## config.mk

```make
export PLATFORM = sky130hd
export DESIGN_NAME = freq_adapt_ctrl
export DESIGN_NICKNAME = d
export VERILOG_FILES = /design/src/rtl/freq_adapt_ctrl.sv
export SDC_FILE = /design/constraint.sdc
export NUM_CORES = 1
export LEC_CHECK = 0
export BUFFER_PORTS_ARGS = -buffer_cell sky130_fd_sc_hd__buf_4
export CAP_MARGIN = 20
export CELL_PAD_IN_SITES_DETAIL_PLACEMENT = 0
export CELL_PAD_IN_SITES_GLOBAL_PLACEMENT = 1
export CORE_AREA = 2 2 101 103
export DETAILED_ROUTE_END_ITERATION = 12
export DIE_AREA = 0 0 103 105
export PLACE_DENSITY_LB_ADDON = 0.15
export SKIP_CTS_REPAIR_TIMING = 1
export SLEW_MARGIN = 10
export SYNTH_ARGS = -nofsm -noshare
export SYNTH_HDL_FRONTEND = slang
export SYNTH_SLANG_ARGS = --single-unit
export TNS_END_PERCENT = 1
```

## constraint.sdc

```tcl
create_clock -name clk -period 5.5 [get_ports clk]
set_input_delay 1.1 -clock clk [delete_from_list [all_inputs] [get_ports clk]]
set_output_delay 1.1 -clock clk [all_outputs]
set_load 0.02 [all_outputs]
```

## src/rtl/freq_adapt_ctrl.sv

```systemverilog
module freq_adapt_ctrl #(
  parameter int TAPS     = 31,
  parameter int TRIM_W   = 4,
  parameter int CNT_W    = 16,
  parameter int GUARD_W  = 8,
  parameter int INIT_IDX = 256,
  localparam int TAP_W   = $clog2(TAPS),
  localparam int IDX_W   = TAP_W + TRIM_W
) (
  input  logic               clk,
  input  logic               rst_n,
  input  logic               err_pulse,
  input  logic               cfg_fixed,
  input  logic [IDX_W-1:0]   cfg_fixed_set,
  input  logic [IDX_W-1:0]   cfg_min,
  input  logic [IDX_W-1:0]   cfg_max,
  input  logic [IDX_W-1:0]   cfg_step,
  input  logic [CNT_W-1:0]   cfg_window,
  input  logic [GUARD_W-1:0] cfg_guard,
  output logic [TAP_W-1:0]   tap_sel,
  output logic [TRIM_W-1:0]  trim_code
);

  localparam logic [IDX_W-1:0] MAX_IDX = IDX_W'(TAPS * (2 ** TRIM_W) - 1);
  localparam logic [TAP_W-1:0] MAX_TAP = TAP_W'(TAPS - 1);

  logic [IDX_W-1:0]   idx, nxt;
  logic [CNT_W-1:0]   quiet;
  logic [GUARD_W-1:0] guard_cnt;

  wire [IDX_W-1:0] hi      = (cfg_max > MAX_IDX) ? MAX_IDX : cfg_max;
  wire [IDX_W-1:0] fixed_c = (cfg_fixed_set > MAX_IDX) ? MAX_IDX : cfg_fixed_set;
  wire [IDX_W:0]   sum     = {1'b0, idx} + {1'b0, cfg_step};
  wire [IDX_W:0]   diff    = {1'b0, idx} - {1'b0, cfg_step};
  wire [IDX_W-1:0] up_v    = (sum > {1'b0, hi}) ? hi : sum[IDX_W-1:0];
  wire [IDX_W-1:0] dn_v    = (diff[IDX_W] || diff[IDX_W-1:0] < cfg_min) ? cfg_min : diff[IDX_W-1:0];

  wire err_acc    = err_pulse && (guard_cnt == '0) && !cfg_fixed;
  wire quiet_done = ({1'b0, quiet} + 1'b1) >= {1'b0, cfg_window};

  always_comb begin
    if (cfg_fixed)       nxt = fixed_c;
    else if (err_acc)    nxt = dn_v;
    else if (quiet_done) nxt = up_v;
    else                 nxt = idx;
  end

  always_ff @(posedge clk or negedge rst_n) begin
    if (!rst_n) begin
      idx       <= IDX_W'(INIT_IDX);
      quiet     <= '0;
      guard_cnt <= '0;
    end else begin
      idx <= nxt;
      if (cfg_fixed || err_acc || quiet_done) quiet <= '0;
      else                                    quiet <= quiet + 1'b1;
      if (cfg_fixed)             guard_cnt <= '0;
      else if (nxt != idx)       guard_cnt <= cfg_guard;
      else if (guard_cnt != '0)  guard_cnt <= guard_cnt - 1'b1;
    end
  end

  assign tap_sel   = idx[IDX_W-1:TRIM_W];
  assign trim_code = idx[TRIM_W-1:0];


  err_step_chk: assert property (@(posedge clk) disable iff (!rst_n)
    (err_pulse && guard_cnt == '0 && !cfg_fixed && idx >= cfg_min) |=> (idx <= $past(idx)));


  no_wrap_chk: assert property (@(posedge clk) disable iff (!rst_n)
    (err_pulse && guard_cnt == '0 && !cfg_fixed && idx >= cfg_min) |=> (idx >= $past(cfg_min)));


  guard_hold_chk: assert property (@(posedge clk) disable iff (!rst_n)
    (!cfg_fixed && guard_cnt != '0 && !quiet_done) |=> $stable(idx));


  fixed_follow_chk: assert property (@(posedge clk) disable iff (!rst_n)
    (cfg_fixed && cfg_fixed_set <= MAX_IDX) |=> (idx == $past(cfg_fixed_set)));


  tap_range_chk: assert property (@(posedge clk) disable iff (!rst_n)
    tap_sel <= MAX_TAP);

endmodule

```

==> results.cfg, run 1 <==
[run_status]
outcome = completed

[sta]
slew_violations = 0
max_freq_mhz = 185
timing.slew.headroom_pct = 50.7
hold_viol_final = 0
fin_crit_sh_pct = 98.2
rsz0062_at_grt = yes
final.min_clock_period_ns = 5.40
clock_skew_ns = 0.00985
worst_slew_pin_slew_ns = 0.729
finalSetupViolCount = 0

[yosys]
async_reset_ff_share_pct = 100
synth_fp_nets = 622
syn_area_um2 = 3970
synth.distinct_cells = 70
yosys_warnings = 0
synthCells = 503
synth-main-ff-cell = dfrtp_1
ys_seq_area_share_pct = 20.8
synth_edf_count = 0
syn_avg_cell_area_um2 = 7.90
ys_ff_latch = 33

[clock_tree]
clock-sinks = 33
cts_tree = done
cts_made_buffers = 5
clk_pin_slew_ns = 0.08
clock_latency_ns = 0.29
cts-root-buf = clkbuf_8
htree_levels = 2
cts_buffer_depth = 2

[detailed_routing]
drtIter0Drc = 199
vias = 4242
avgViaCountPerCell = 5.57
antenna_left = 0
drcViolationCount = 0
firstDrtPassIters = 5
wl_per_cell_um = 16.1
wl_um = 12300

[critical_path]
critical_path_class = input port to flip-flop
critPathMaxFanout = 4
worstPathArrival_ns = 5.62
critPathLaunchType = input port
endpoint_kind = flip-flop
cp.required_ns = 5.72

[floorplanning]
fp.dieW_um = 103
std_cell_rows = 36
start_util_pct = 41.2
die_h_um = 105
dieArea_um2 = 10800
coreArea_um2 = 9640
ios = 73

[global_routing]
antenna_found_initial = 0
grt_pass1_wl_um = 19800
grt_max_degree = 34
grt_use_total_pct = 23.0
grt_overflow = 0
grt_pass1_vias = 4214

[layout]
area_growth_pct = 33.4
nets = 747
fin_util_pct = 55.0
num_antenna_cells = 0
drive_gt1_share_pct = 28.9
fill_cells = 966

[place]
gp_congestion = 0.907
hpwl_um = 10100
numPortBuffers = 72

[pwr]
power_density_nw_per_um2 = 231
p_clk_share_pct = 15.1
swShare_pct = 41.6
switching_power_uw = 509
finalPower_mw = 1.22
ir_drop_v = 0.0000948
combPwrFrac_pct = 62.0
seq_power_share_pct = 22.9
internal_power_uw = 713
power_leakage_nw = 2.66

[worst_hold_path]
hold_path_class = flip-flop to flip-flop

[job]
drv_cap = 0
logic make-up (layout without fill, tap and decap cells):
kind of cell,after synthesis,count (layout),synth area share (%)
AND/OR/NAND/NOR,166,166,21.4
AO/OA/AOI/OAI,136,136,23.9
buffers and inverters,74,200,7.40
adder cells (fa/ha/maj),55,55,17.7
XOR/XNOR,33,33,7.27
flip-flops,33,33,20.8
multiplexers,6,6,1.51
synth_stat cells, types with 4 or more instances:
cell	count	area [um^2]
nor3_1	13	65.1
and3_1	21	131
nand4_1	7	43.8
nor4_1	4	25.0
xnor2_1	20	175
xor2_1	13	114
clkbuf_1	8	30.0
or4_1	4	30.0
mux2i_1	6	60.1
a21o_1	5	37.5
nor2b_1	7	43.8
dfrtp_1	32	801
a211oi_1	7	52.6
nand3_1	15	75.1
o211ai_1	6	45.0
or3_1	6	37.5
a21oi_1	34	170
nor2_1	39	146
a31oi_1	4	25.0
o21ai_0	27	135
buf_2	6	30.0
ha_1	53	663
nand2b_1	7	43.8
nand2_1	30	113
inv_1	55	206
metal layers:
metal	share of wire (%)	track usage (%)
met5	0	0
met4	2.8	8.93
met3	3.4	2.27
met2	50	39.8
met1	43	28.9
path summary, 6_finish.rpt:
check | startpoint | endpoint | slack (ns) | cells past startpoint
max | cfg_step[5] | guard_cnt[5]$_DFFE_PN0P_ | 0.1 | 20
min | quiet[0]$_DFF_PN0_ | quiet[0]$_DFF_PN0_ | 0.52 | 1
max reg2reg | idx[0]$_DFF_PN0_ | guard_cnt[5]$_DFFE_PN0P_ | 0.31 | 21
min reg2reg | quiet[0]$_DFF_PN0_ | quiet[0]$_DFF_PN0_ | 0.52 | 1
max in group asynchronous | rst_n | idx[8]$_DFF_PN1_ | 4.41 | 1
min in group asynchronous | rst_n | quiet[6]$_DFF_PN0_ | 0.74 | 1
registers in the layout, summed over array words and instances (netlist names):
register	flops
guard_cnt	8
idx	9
quiet	16
critical path: stages:
cell and delay, ns:
buf_4 0.08, inv_1 0.05, ha_1 0.33, inv_2 0.08, nor3_1 0.05, a311o_1 0.32, a311o_1 0.33, ha_1 0.31
nand4_1 0.12, a211oi_2 0.21, o311ai_2 0.11, a22oi_2 0.32, buf_4 0.17, mux2i_1 0.09, o2bb2ai_2 0.15, a32o_1 0.24
or3_4 0.37, or4_4 0.54, or4_1 0.51, a21oi_1 0.15
layout make-up:
type,count,area [um^2],share of cell area [%]
inverter,56,210,3.97
multi-input combinational,396,2990,56.3
tap,133,166,3.14
timing repair buffer,136,1020,19.3
sequential,33,827,15.6
clock buffer,5,68.8,1.30
clock inverter,3,17.5,0.330
stage by stage:
stage	hold slack (ns)	setup TNS [ns]	setup WS, ns	cells	instance area (um^2)
after global routing	0.544	-0.461	-0.113	762	5300
final	0.519	0	0.0974	762	5300
after global placement	0.503	-0.429	-0.134	750	5050
after floorplan	0.465	0	0.000507	503	3980
after CTS	0.522	0	0.0727	758	5130
after detailed placement	0.514	-0.919	-0.227	750	5050
layout by cell type, fill, tap and decap left out, drive strengths merged, types with 7 or more instances in the layout:
cell type,n
a211oi,7
nor2,39
nand4,7
nor2b,7
and3,21
ha,53
o21ai,29
dfrtp,32
nand3,15
inv,56
a21oi,36
nor3,13
xnor2,20
nand2b,7
buf,136
nand2,30
xor2,13
power by group through the flow:
stage	Sequential, mW	Clock, mW	Combinational, mW
finish	0.280	0.185	0.757
detailed placement	0.283	0	0.705
floorplan	0.290	0	0.400
global placement	0.283	0	0.694
CTS	0.279	0.189	0.707
global route	0.282	0.197	0.833
Power figures use the tool's default switching activity.
==> inputs of run 2 (changes only) <==
--- a/config.mk
+++ b/config.mk
@@ -12,7 +12,7 @@
 export CORE_AREA = 2 2 101 103
 export DETAILED_ROUTE_END_ITERATION = 12
 export DIE_AREA = 0 0 103 105
-export PLACE_DENSITY_LB_ADDON = 0.15
+export PLACE_DENSITY = 0.82
 export SKIP_CTS_REPAIR_TIMING = 1
 export SLEW_MARGIN = 10
 export SYNTH_ARGS = -nofsm -noshare
==> results.cfg, run 2 (synthesis results as in run 1) <==
[sta]
clock_skew_ns = 0.00710
hold_viol_final = 0
worst_slew_pin_slew_ns = 0.586
max_freq_mhz = 186
worst_slack_ns = 0.130
timing.slew.headroom_pct = 60.4
final.min_clock_period_ns = 5.37
hold_ws_ns = 0.510
fin_crit_sh_pct = 97.6
rsz0062_at_grt = yes
slew_violations = 0
finalSetupViolCount = 0

[detailed_routing]
avgViaCountPerCell = 5.48
firstDrtPassIters = 4
vias = 4123
antenna_left = 0
drcViolationCount = 0
wl_um = 11700
drtIter0Drc = 147
wl_per_cell_um = 15.6

[place]
gp_congestion = 0.948
hpwl_um = 9530
numPortBuffers = 72
pre_cts_slack_ns = -0.402

[global_routing]
grt_use_met1_pct = 29.1
grt_max_degree = 34
antenna_found_initial = 0
grt_use_total_pct = 22.0
met3_usage_pct = 1.94
top_usage_layer = met2
grt_pass1_vias = 4024
use_met2_pct = 36.0
grt_overflow = 0
grt_pass1_wl_um = 19100

[clock_tree]
cts_buffer_depth = 2
cts-root-buf = clkbuf_8
cts_tree = done
clock_latency_ns = 0.29
clock-sinks = 33
cts_made_buffers = 5
clk_pin_slew_ns = 0.08
htree_levels = 2

[run_status]
outcome = completed

[floorplanning]
ios = 73
fp.dieW_um = 103
dieArea_um2 = 10800
start_util_pct = 41.2
coreArea_um2 = 9640
std_cell_rows = 36
die_h_um = 105

[critical_path]
worstPathArrival_ns = 5.59
cp.required_ns = 5.72
critical_path_class = input port to flip-flop
endpoint_kind = flip-flop
critPathMaxFanout = 6
critPathLaunchType = input port

[worst_hold_path]
hold_path_class = flip-flop to flip-flop

[layout]
num_antenna_cells = 0
fill_cells = 950
fin_util_pct = 54.3
top_register = quiet
layout_commonest_cell = buf_4
layout_common_cells = buf_4 (124), inv_1 (53), ha_1 (51)
largest_reg_flops = 16
top_regs = quiet: 16 flops, idx: 9 flops, guard_cnt: 8 flops
drive_gt1_share_pct = 27.5
nets = 737
area_growth_pct = 31.7

[pwr]
ir_drop_v = 0.000105
power_density_nw_per_um2 = 243
power_leakage_nw = 2.62

[job]
drv_cap = 0
==> run 2: critical path, cell delays in order <==
cell,delay (ns)
buf_4,0.08
inv_1,0.03
ha_1,0.36
o21ai_0,0.15
a21oi_2,0.23
nor4_1,0.07
a311o_1,0.35
ha_1,0.30
nand4_1,0.10
a211oi_2,0.28
o311ai_2,0.17
a22oi_2,0.21
buf_6,0.14
buf_4,0.14
mux2i_2,0.22
a2bb2oi_1,0.11
o21a_1,0.16
xor2_1,0.17
or4_4,0.52
or4_4,0.53
a21oi_2,0.13
==> run 2: layout make-up <==
cell class              instances  area (um^2)  area share (%)
multi-input cells             396         2960            56.6
repair buffers                126          953            18.2
flip-flops and latches         33          827            15.8
inverters                      56          210            4.02
well taps                     133          166            3.18
clock buffers                   7         86.3            1.65
clock inverters                 1         30.0           0.574
==> run 2: power breakdown <==
group | total (mW) | switching [mW] | internal (mW) | leakage, nW
clock | 0.243 | 0.0948 | 0.148 | 0.0585
sequential | 0.282 | 0.0239 | 0.258 | 0.425
combinational | 0.745 | 0.385 | 0.361 | 2.14
total | 1.27 | 0.504 | 0.766 | 2.62
==> run 2: metal layers <==
metal	part of all wire [%]	wire length, um
met1	44	5120
met3	3.9	462
met4	4.3	502
met5	0	0
met2	48	5660
==> run 2: stage by stage <==
step | TNS (ns) | cells | power [mW] | instance area, um^2
final | 0 | 752 | 1.27 | 5230
after global routing | -0.152 | 752 | 1.37 | 5230
after CTS | -0.321 | 749 | 1.22 | 5100
after detailed placement | -2.15 | 741 | 0.975 | 4980
after global placement | -1.24 | 741 | 0.962 | 4980
after floorplan | 0 | 503 | 0.690 | 3980
==> run 2: worst paths after layout <==
| kind | start | to | slack (ns) | depth (start not counted) |
|---|---|---|---|---|
| setup / recovery | cfg_step[2] | guard_cnt[5]$_DFFE_PN0P_ | 0.13 | 21 |
| max in group asynchronous | rst_n | idx[8]$_DFF_PN1_ | 4.41 | 1 |
| hold / removal | quiet[0]$_DFF_PN0_ | quiet[0]$_DFF_PN0_ | 0.51 | 1 |
| setup reg to reg | quiet[2]$_DFF_PN0_ | guard_cnt[5]$_DFFE_PN0P_ | 0.43 | 20 |
| hold reg to reg | quiet[0]$_DFF_PN0_ | quiet[0]$_DFF_PN0_ | 0.51 | 1 |
| min in group asynchronous | rst_n | quiet[4]$_DFF_PN0_ | 0.74 | 1 |
